### config.mk
export PLATFORM = sky130hd
export DESIGN_NAME = shuffled_and_mult
export DESIGN_NICKNAME = d
export VERILOG_FILES = /design/src/rtl/sam_pkg.sv /design/src/rtl/sam_lfsr.sv /design/src/rtl/sam_perm_shuffle.sv /design/src/rtl/sam_popcount.sv /design/src/rtl/shuffled_and_mult.sv
export SDC_FILE = /design/constraint.sdc
export NUM_CORES = 1
export LEC_CHECK = 0
export BUFFER_PORTS_ARGS = -buffer_cell sky130_fd_sc_hd__buf_4
export CAP_MARGIN = 20
export CELL_PAD_IN_SITES_DETAIL_PLACEMENT = 1
export CELL_PAD_IN_SITES_GLOBAL_PLACEMENT = 1
export CORE_ASPECT_RATIO = 1.25
export CORE_MARGIN = 4
export CORE_UTILIZATION = 38
export CTS_BUF_LIST = sky130_fd_sc_hd__clkbuf_16
export CTS_CLUSTER_SIZE = 16
export DETAILED_ROUTE_END_ITERATION = 16
export MAX_ROUTING_LAYER = met4
export PLACE_DENSITY = 0.78
export RECOVER_POWER = 50
export SYNTH_ARGS = -nofsm -noshare
export SYNTH_HDL_FRONTEND = slang
export SYNTH_HIERARCHICAL = 1
export SYNTH_SLANG_ARGS = --single-unit
### constraint.sdc
create_clock -name clk -period 5.1 [get_ports clk]
set_input_delay 1.53 -clock clk [delete_from_list [all_inputs] [get_ports clk]]
set_output_delay 1.53 -clock clk [all_outputs]
set_load 0.02 [all_outputs]
### src/rtl/sam_pkg.sv
package sam_pkg;
  typedef enum logic {SH_IDLE = 1'b0, SH_RUN = 1'b1} shuf_state_e;
  localparam logic [15:0] LFSR_TAPS     = 16'hB400;
  localparam logic [15:0] LFSR_FALLBACK = 16'hACE1;
endpackage

### src/rtl/sam_lfsr.sv
module sam_lfsr #(
  parameter int          W    = 16,
  parameter logic [W-1:0] TAPS = sam_pkg::LFSR_TAPS,
  parameter logic [W-1:0] ALT  = sam_pkg::LFSR_FALLBACK
) (
  input  logic         clk,
  input  logic         rst_n,
  input  logic         load,
  input  logic [W-1:0] seed,
  input  logic         step,
  output logic [W-1:0] state
);
  logic [W-1:0] st_q;

  always_ff @(posedge clk) begin
    if (!rst_n)       st_q <= ALT;
    else if (load)    st_q <= (seed == '0) ? ALT : seed;
    else if (step)    st_q <= st_q[0] ? ((st_q >> 1) ^ TAPS) : (st_q >> 1);
  end

  assign state = st_q;

  p_lfsr_nonzero_r7: assert property (@(posedge clk) disable iff (!rst_n)
    st_q != '0);
endmodule

### src/rtl/sam_perm_shuffle.sv
module sam_perm_shuffle #(
  parameter int N  = 16,
  parameter int IW = $clog2(N)
) (
  input  logic          clk,
  input  logic          rst_n,
  input  logic          start,
  input  logic [15:0]   seed,
  output logic          busy,
  output logic [N*IW-1:0] perm_flat
);
  import sam_pkg::*;
  localparam int RW = 8;
  localparam int PW = RW + IW + 1;
  localparam logic [IW-1:0] LAST = IW'(N - 1);

  shuf_state_e     st_q;
  logic [IW-1:0]   idx_q;
  logic [IW-1:0]   perm_q [N];
  logic [15:0]     rnd;
  logic [PW-1:0]   prod;
  logic [IW-1:0]   pick;

  assign busy = (st_q == SH_RUN);

  sam_lfsr #(.W(16)) u_lfsr (
    .clk(clk), .rst_n(rst_n), .load(start), .seed(seed),
    .step(busy), .state(rnd)
  );

  // scale a random byte into 0..idx
  assign prod = PW'(rnd[15:8]) * (PW'(idx_q) + PW'(1));
  assign pick = prod[RW +: IW];

  always_ff @(posedge clk) begin
    if (!rst_n) begin
      st_q  <= SH_IDLE;
      idx_q <= '0;
      for (int i = 0; i < N; i++) perm_q[i] <= IW'(i);
    end else begin
      case (st_q)
        SH_IDLE: if (start) begin
          st_q  <= SH_RUN;
          idx_q <= LAST;
          for (int i = 0; i < N; i++) perm_q[i] <= IW'(i);
        end
        SH_RUN: begin
          if (idx_q == '0) begin
            st_q <= SH_IDLE;
          end else begin
            perm_q[idx_q] <= perm_q[pick];
            perm_q[pick]  <= perm_q[idx_q];
            idx_q         <= idx_q - 1'b1;
          end
        end
        default: st_q <= SH_IDLE;
      endcase
    end
  end

  for (genvar k = 0; k < N; k++) begin : g_flat
    assign perm_flat[k*IW +: IW] = perm_q[k];
  end

  // busy window length check
  logic [IW:0] run_cnt;
  always_ff @(posedge clk) begin
    if (!rst_n)    run_cnt <= '0;
    else if (busy) run_cnt <= run_cnt + 1'b1;
    else           run_cnt <= '0;
  end

  p_busy_len_r4: assert property (@(posedge clk) disable iff (!rst_n)
    busy |-> (run_cnt < (IW+1)'(N)));
  p_pick_in_range_r3: assert property (@(posedge clk) disable iff (!rst_n)
    busy |-> (pick <= idx_q));
  p_start_ignored_r6: assert property (@(posedge clk) disable iff (!rst_n)
    (busy && idx_q != '0) |=> busy);
endmodule

### src/rtl/sam_popcount.sv
module sam_popcount #(
  parameter int N  = 16,
  parameter int CW = $clog2(N + 1)
) (
  input  logic [N-1:0]  vec,
  output logic [CW-1:0] ones
);
  always_comb begin
    ones = '0;
    for (int i = 0; i < N; i++) ones = ones + CW'(vec[i]);
  end
endmodule

### src/rtl/shuffled_and_mult.sv
module shuffled_and_mult #(
  parameter int N          = 16,
  parameter bit INVERT_OUT = 1'b0,
  localparam int IW = $clog2(N),
  localparam int CW = $clog2(N + 1)
) (
  input  logic          clk,
  input  logic          rst_n,
  input  logic          shuffle_req,
  input  logic [15:0]   seed,
  output logic          busy,
  input  logic          in_valid,
  output logic          in_ready,
  input  logic [N-1:0]  a_bundle,
  input  logic [N-1:0]  b_bundle,
  output logic          out_valid,
  input  logic          out_ready,
  output logic [N-1:0]  out_bundle,
  output logic [CW-1:0] out_ones
);
  logic [N*IW-1:0] perm_flat;
  logic [N-1:0]    paired;
  logic [N-1:0]    result;
  logic            start;
  logic            accept;

  assign start = shuffle_req && !busy;

  sam_perm_shuffle #(.N(N), .IW(IW)) u_shuf (
    .clk(clk), .rst_n(rst_n), .start(start), .seed(seed),
    .busy(busy), .perm_flat(perm_flat)
  );

  for (genvar k = 0; k < N; k++) begin : g_pair
    assign paired[k] = a_bundle[k] & b_bundle[perm_flat[k*IW +: IW]];
  end

  if (INVERT_OUT) begin : g_inv
    assign result = ~paired;
  end else begin : g_pass
    assign result = paired;
  end

  assign in_ready = !busy && !shuffle_req && (!out_valid || out_ready);
  assign accept   = in_valid && in_ready;

  always_ff @(posedge clk) begin
    if (!rst_n) begin
      out_valid  <= 1'b0;
      out_bundle <= '0;
    end else if (start) begin
      out_valid  <= 1'b0;
    end else if (accept) begin
      out_valid  <= 1'b1;
      out_bundle <= result;
    end else if (out_ready) begin
      out_valid  <= 1'b0;
    end
  end

  sam_popcount #(.N(N), .CW(CW)) u_cnt (.vec(out_bundle), .ones(out_ones));

  p_busy_blocks_input_r5: assert property (@(posedge clk) disable iff (!rst_n)
    busy |-> (!in_ready && !out_valid));
  p_busy_holds_bundle_r5: assert property (@(posedge clk) disable iff (!rst_n)
    busy |-> $stable(out_bundle));
  p_stall_holds_r9: assert property (@(posedge clk) disable iff (!rst_n)
    (out_valid && !out_ready && !shuffle_req) |=> (out_valid && $stable(out_bundle)));
  p_req_priority_r11: assert property (@(posedge clk) disable iff (!rst_n)
    shuffle_req |-> !in_ready);
  p_count_range_r8: assert property (@(posedge clk) disable iff (!rst_n)
    out_ones <= CW'(N));
  p_accept_valid_r2: assert property (@(posedge clk) disable iff (!rst_n)
    (in_valid && in_ready) |=> out_valid);
endmodule

; Yosys cells after proc, flatten, opt, wreduce, memory -nomap -nowiden
; Memory sizes are Yosys's and may differ from the RTL's. A register that Yosys moved wholly into a read port is not among the register bits.
; Index checks and enable logic that the tools add are counted.
[word_totals]
ff_bits = 38
n_memories = 1
wordCells = 170
output_inout_bits = 24
in_bits = 53
ram_bits = 64
[classes]
n_mux = 75
bitwise_logic = 36
reduce_logical = 17
mul = 1
magnitude_cmp = 16
eq_ne = 2
addsub = 17
[mem_list]
columns = memory, words, word_bits, read_ports, rd_clocked_by_memory_dff, wr, line
row1 = u_shuf.perm_q, 16, 4, 18, 1, 16, sam_perm_shuffle.sv:19  ; logic [IW-1:0] perm_q [N];
[ops]
columns = op, n
row1 = two-way mux 4 bit, 24
row2 = "< comparator 4 x 5 -> 1 bit, second input constant", 16
row3 = adder 5 x 1 -> 5 bit, 14
row4 = binary-select mux 1 bit (select 4 bit), 16
row5 = two-way mux 16 bit, 4
row6 = two-way mux 1 bit, 29
row7 = AND 1 bit, 16
row8 = logical NOT 16 bit, 1
row9 = OR 1 bit, 16
row10 = multiplier 8 x 13 -> 12 bit, 1
row11 = one-hot mux 4 bit (2 select lines), 1
row12 = OR reduction 4 bit, 2
row13 = "adder 4 x 1 -> 5 bit, second input constant", 1
row14 = logical AND 1 bit, 4
row15 = logical NOT 4 bit, 1
row16 = "!= test 2 bit, second input constant", 2
row17 = NOT 3 -> 4 bit, 1
row18 = AND reduction 2 bit, 2
row19 = nonzero test 2 bit, 2
row20 = "subtractor 4 x 1 -> 4 bit, second input constant", 1
row21 = logical NOT 1 bit, 3
row22 = NOT 1 bit, 3
row23 = adder 1 x 1 -> 2 bit, 1
row24 = one-hot mux 1 bit (2 select lines), 1
row25 = 2 further kinds, 2

; Longest topological paths before layout
[depth]
ltp_word = 15
depth_mapped = 23
mapped_depth_nobuf = 18

; Cells and area by module
; The synthesis kept the hierarchy.
[modules_own_cells]
columns = mod, seq_area_each_um2, instances, area_each_um2, cells_each
row1 = sam_perm_shuffle, 2102.0, 1, 5537.8, 506
row2 = shuffled_and_mult, 340.3, 1, 3034.2, 295
row3 = sam_lfsr, 320.3, 1, 884.6, 95
row4 = sam_popcount, 0.0, 1, 407.9, 47

; Worst setup path before layout
; Ideal clock, no wire load.
[synth_path]
path_type = reg2reg
start = register u_shuf.idx_q[2]
end = memory u_shuf/perm_q[5][2] (netlist name), data pin
stages_incl_launch_ff = 21
n_path_buf = 3
period_less_slack_ps = 5491
required_ps = 4844
setup_slack_ps = -391
arrival_time_ps = 5234
setup_time_ps = 256
cell_sequence = dfxtp_1 -> clkbuf_1 -> nand3_1 -> xor2_1 -> nor2b_1 -> fa_1 -> fa_1 -> inv_1 -> fa_1 -> inv_1 -> ha_1 -> a211oi_1 -> o21bai_1 -> a211o_1 -> nand2_1 -> buf_4 -> mux2_2 -> o221a_2 -> or3_1 -> buf_2 -> o22a_1
[synth_rtl]
columns = element, line
row1 = from (decl), sam_perm_shuffle.sv:18  ; logic [IW-1:0] idx_q;
row2 = from (signal assigned), sam_perm_shuffle.sv:53  ; idx_q <= idx_q - 1'b1;
row3 = to (decl), sam_perm_shuffle.sv:19

==> impl_metrics.env <==
export IMPL_final_area_um2=12770
export IMPL_via_per_inst=6.576
export IMPL_syn_instance_count=943
export IMPL_post_route_period_util_pct=108.9
export IMPL_hold_ws_ps=481.5
export IMPL_nets=1191
export IMPL_critPathKind="flop to flop"
export IMPL_r2r_end="u_shuf/perm_q[2][1]"
export IMPL_cts_root_buf="clkbuf_16"
export IMPL_fill_cells=2722
export IMPL_start_util_pct=38.88
export IMPL_dieArea_um2=28620
export IMPL_postCtsHoldBufs=0
export IMPL_worst_skew_pair_late_latency_ps=390
export IMPL_antenna_found_initial=0
export IMPL_ys_seq_area_share_pct=28.01
export IMPL_final_setup_worst_slack_ps=-456.0
export IMPL_crit_fanout=8
export IMPL_path_clk_slew_ps=80
export IMPL_setup_viol=116
export IMPL_hold_violations=0
export IMPL_synth_edff_count=64
export IMPL_ioPinCount=77
export IMPL_hpwl_um=26060
export IMPL_grt_pass1_wl_um=54190
export IMPL_cts_buffer_depth=2
export IMPL_violations="negative setup slack"
export IMPL_end_kind="flop"
export IMPL_peakVddDrop_mv=0.3203
export IMPL_yosysMostFrequentCell="inv_1"
export IMPL_synth_common_cells="inv_1 (74), mux2i_1 (73), nand2_1 (67), edfxtp_1 (64), nor2b_1 (56)"
export IMPL_synthDistinctLibCells=74
export IMPL_cts_tree="built"
export IMPL_cts_buffers=9
export IMPL_syn_area_um2=9864
export IMPL_r2r_start="u_shuf/idx_q[0]"
export IMPL_drt_iter0_drc=1105
export IMPL_firstDrtPassIters=5
export IMPL_max_freq_ghz=0.1800
export IMPL_wl_per_cell_um=28.61
export IMPL_placed_cell_area_um2=11230
export IMPL_vias=9364
export IMPL_slew_headroom_pct=13.14
export IMPL_yosysTopAreaCell="edfxtp_1"
export IMPL_clock_sinks=106
export IMPL_syn_to_final_growth_pct=29.44
export IMPL_slew_viol_final=0
export IMPL_final_layout_size_suffix_gt1_share_pct=37.19
export IMPL_hold_path_depth=1
export IMPL_finClkSkew_ps=18.90
export IMPL_tightest_slew_ps=1294
export IMPL_drc=0
export IMPL_cp_data_arrival_time_ps=5660
export IMPL_fin_util_pct=50.32
export IMPL_grt_overflow_total=0
export IMPL_ys_dominant_reg_cell="edfxtp_1"
export IMPL_status="finished, violations left"
export IMPL_worstPathRequired_ps=5210
export IMPL_yosysWarnings=6
export IMPL_synthTopCellsByArea="edfxtp_1 (19%), mux4_2 (9.1%), dfxtp_1 (8.5%)"
export IMPL_gp_congestion=0.9816
export IMPL_std_cell_rows=65
export IMPL_cp_startpoint="u_shuf/idx_q[0]"
export IMPL_finalPower_uw=6038
export IMPL_synth_async_reset_ratio_pct=0
export IMPL_min_path_type="flop to flop"
export IMPL_netlist_area_leader_share_pct=19.48
export IMPL_p_leak_uw=0.005103
export IMPL_rsz0062_at_grt="true"
export IMPL_die_y_um=188.1
export IMPL_maxCapViolations=0
export IMPL_core_area_um2=25370
export IMPL_syn_area_per_cell_um2=10.46
export IMPL_ys_ff_latch=106
export IMPL_ff2ff_path_depth=22
export IMPL_port_buffers=76
export IMPL_power_density_nw_per_um2=472.9
export IMPL_startpoint_type="flop"
export IMPL_timing_final_crit_period_ps=5556
export IMPL_grt_max_degree=37
export IMPL_rrSetupSlack_ps=-460
export IMPL_die_x_um=152.1
export IMPL_min_from="out_bundle[13]"
export IMPL_holdPathEnd="out_bundle[13]"
export IMPL_htree_levels=3
export IMPL_grt_pass1_vias=9346
export IMPL_track_usage_pct=24.72
export IMPL_insertedDiodeCount=0
export IMPL_wl_um=40750
export IMPL_ant_nets=0
export IMPL_synth_fp_nets=1050
cells by family (layout without fill, tap and decap cells):
family	after synthesis	in the layout	synth area share [%]
fa+ha+maj	54	54	8.828
buf+inv	138	284	6.367
compound gates	215	215	17.00
xor+xnor	14	14	1.243
mux	142	142	22.74
flops	106	106	28.01
simple gates	274	274	15.82
where the power goes:
group	internal [uW]	switching, uW
sequential	985	163
combinational	1950	2210
clock	366	372
total	3300	2740
state kept, by name, summed over array words and instances (netlist names), named ones only:
register             count
u_shuf/perm_q           64
u_shuf/idx_q             4
u_shuf/u_lfsr/state     16
out_bundle              16
u_shuf/busy              1
out_valid                1
worst max-delay path: stages, from the launching register on:
cell and delay [ps]:
dfxtp_4 390, ha_4 180, xor2_4 220, nand2_2 90
fa_1 520, inv_2 40, fa_1 530, inv_2 60
fa_1 550, inv_2 80, ha_4 300, and3_4 210
and2_4 180, a22oi_2 100, buf_4 170, nand2_4 80
buf_12 120, buf_6 120, mux4_2 610, a22oi_2 200
and3_4 270, buf_12 180, a31oi_4 100
how the worst max path moves through the flow:
| stage | end | slack, ps | cells past startpoint |
|---|---|---|---|
| final | u_shuf/perm_q[2][1] | -460 | 22 |
| after global placement | u_shuf/perm_q[7][3] | -160 | 19 |
| after floorplan | u_shuf/perm_q[5][2] | 10 | 19 |
| after global routing | u_shuf/perm_q[2][1] | -560 | 22 |
| after detailed placement | u_shuf/perm_q[2][3] | -460 | 19 |
| after CTS | out_ones[4] | -300 | 12 |
through the flow:
stage | TNS [ps] | setup WS, ps | instances
2_1_floorplan | 0 | 9.618 | 943
6_report | -25100 | -456.0 | 1424
3_5_place_dp | -21090 | -460.2 | 1370
3_3_place_gp | -4092 | -157.2 | 1369
4_1_cts | -1030 | -301.7 | 1396
5_1_grt | -41780 | -559.3 | 1424
cells in the final DEF (no fill, tap or decap), types with 18 or more instances in the layout:
cell and instances:
a221o_1 28, o22ai_2 22, nor2b_1 55, buf_6 35, buf_4 147, dfxtp_1 34
fa_1 22, inv_1 65, nor2_1 33, o22a_1 19, edfxtp_1 64, mux2i_1 73
ha_1 22, mux4_2 40, nand2_1 47, mux4_1 19, and2_1 18
area by class of cell:
type | count | area (um^2) | area share [%]
clock inverter | 6 | 45.04 | 0.3528
tap | 335 | 419.2 | 3.283
multi-input combinational | 699 | 7316 | 57.30
sequential | 106 | 2780 | 21.77
timing repair buffer | 194 | 1680 | 13.16
clock buffer | 10 | 250.2 | 1.960
inverter | 74 | 277.8 | 2.175
repair_timing:
item	in CTS	in global routing
gates cloned	1	2
endpoints found under the setup margin	116	128
pin swaps	30	48
buffers inserted	10	27
gates resized for setup	57	147
routing by layer:
layer	track usage (%)	routed length (um)	up-vias	share of wire, %
met5	-	0	-	0
met4	11.31	2627	0	6.4
met3	4.132	3149	191	7.7
met2	42.97	20250	615	50
met1	27.85	14720	4661	36
li1	-	-	3897	-
(Power assumes the default switching activity.)
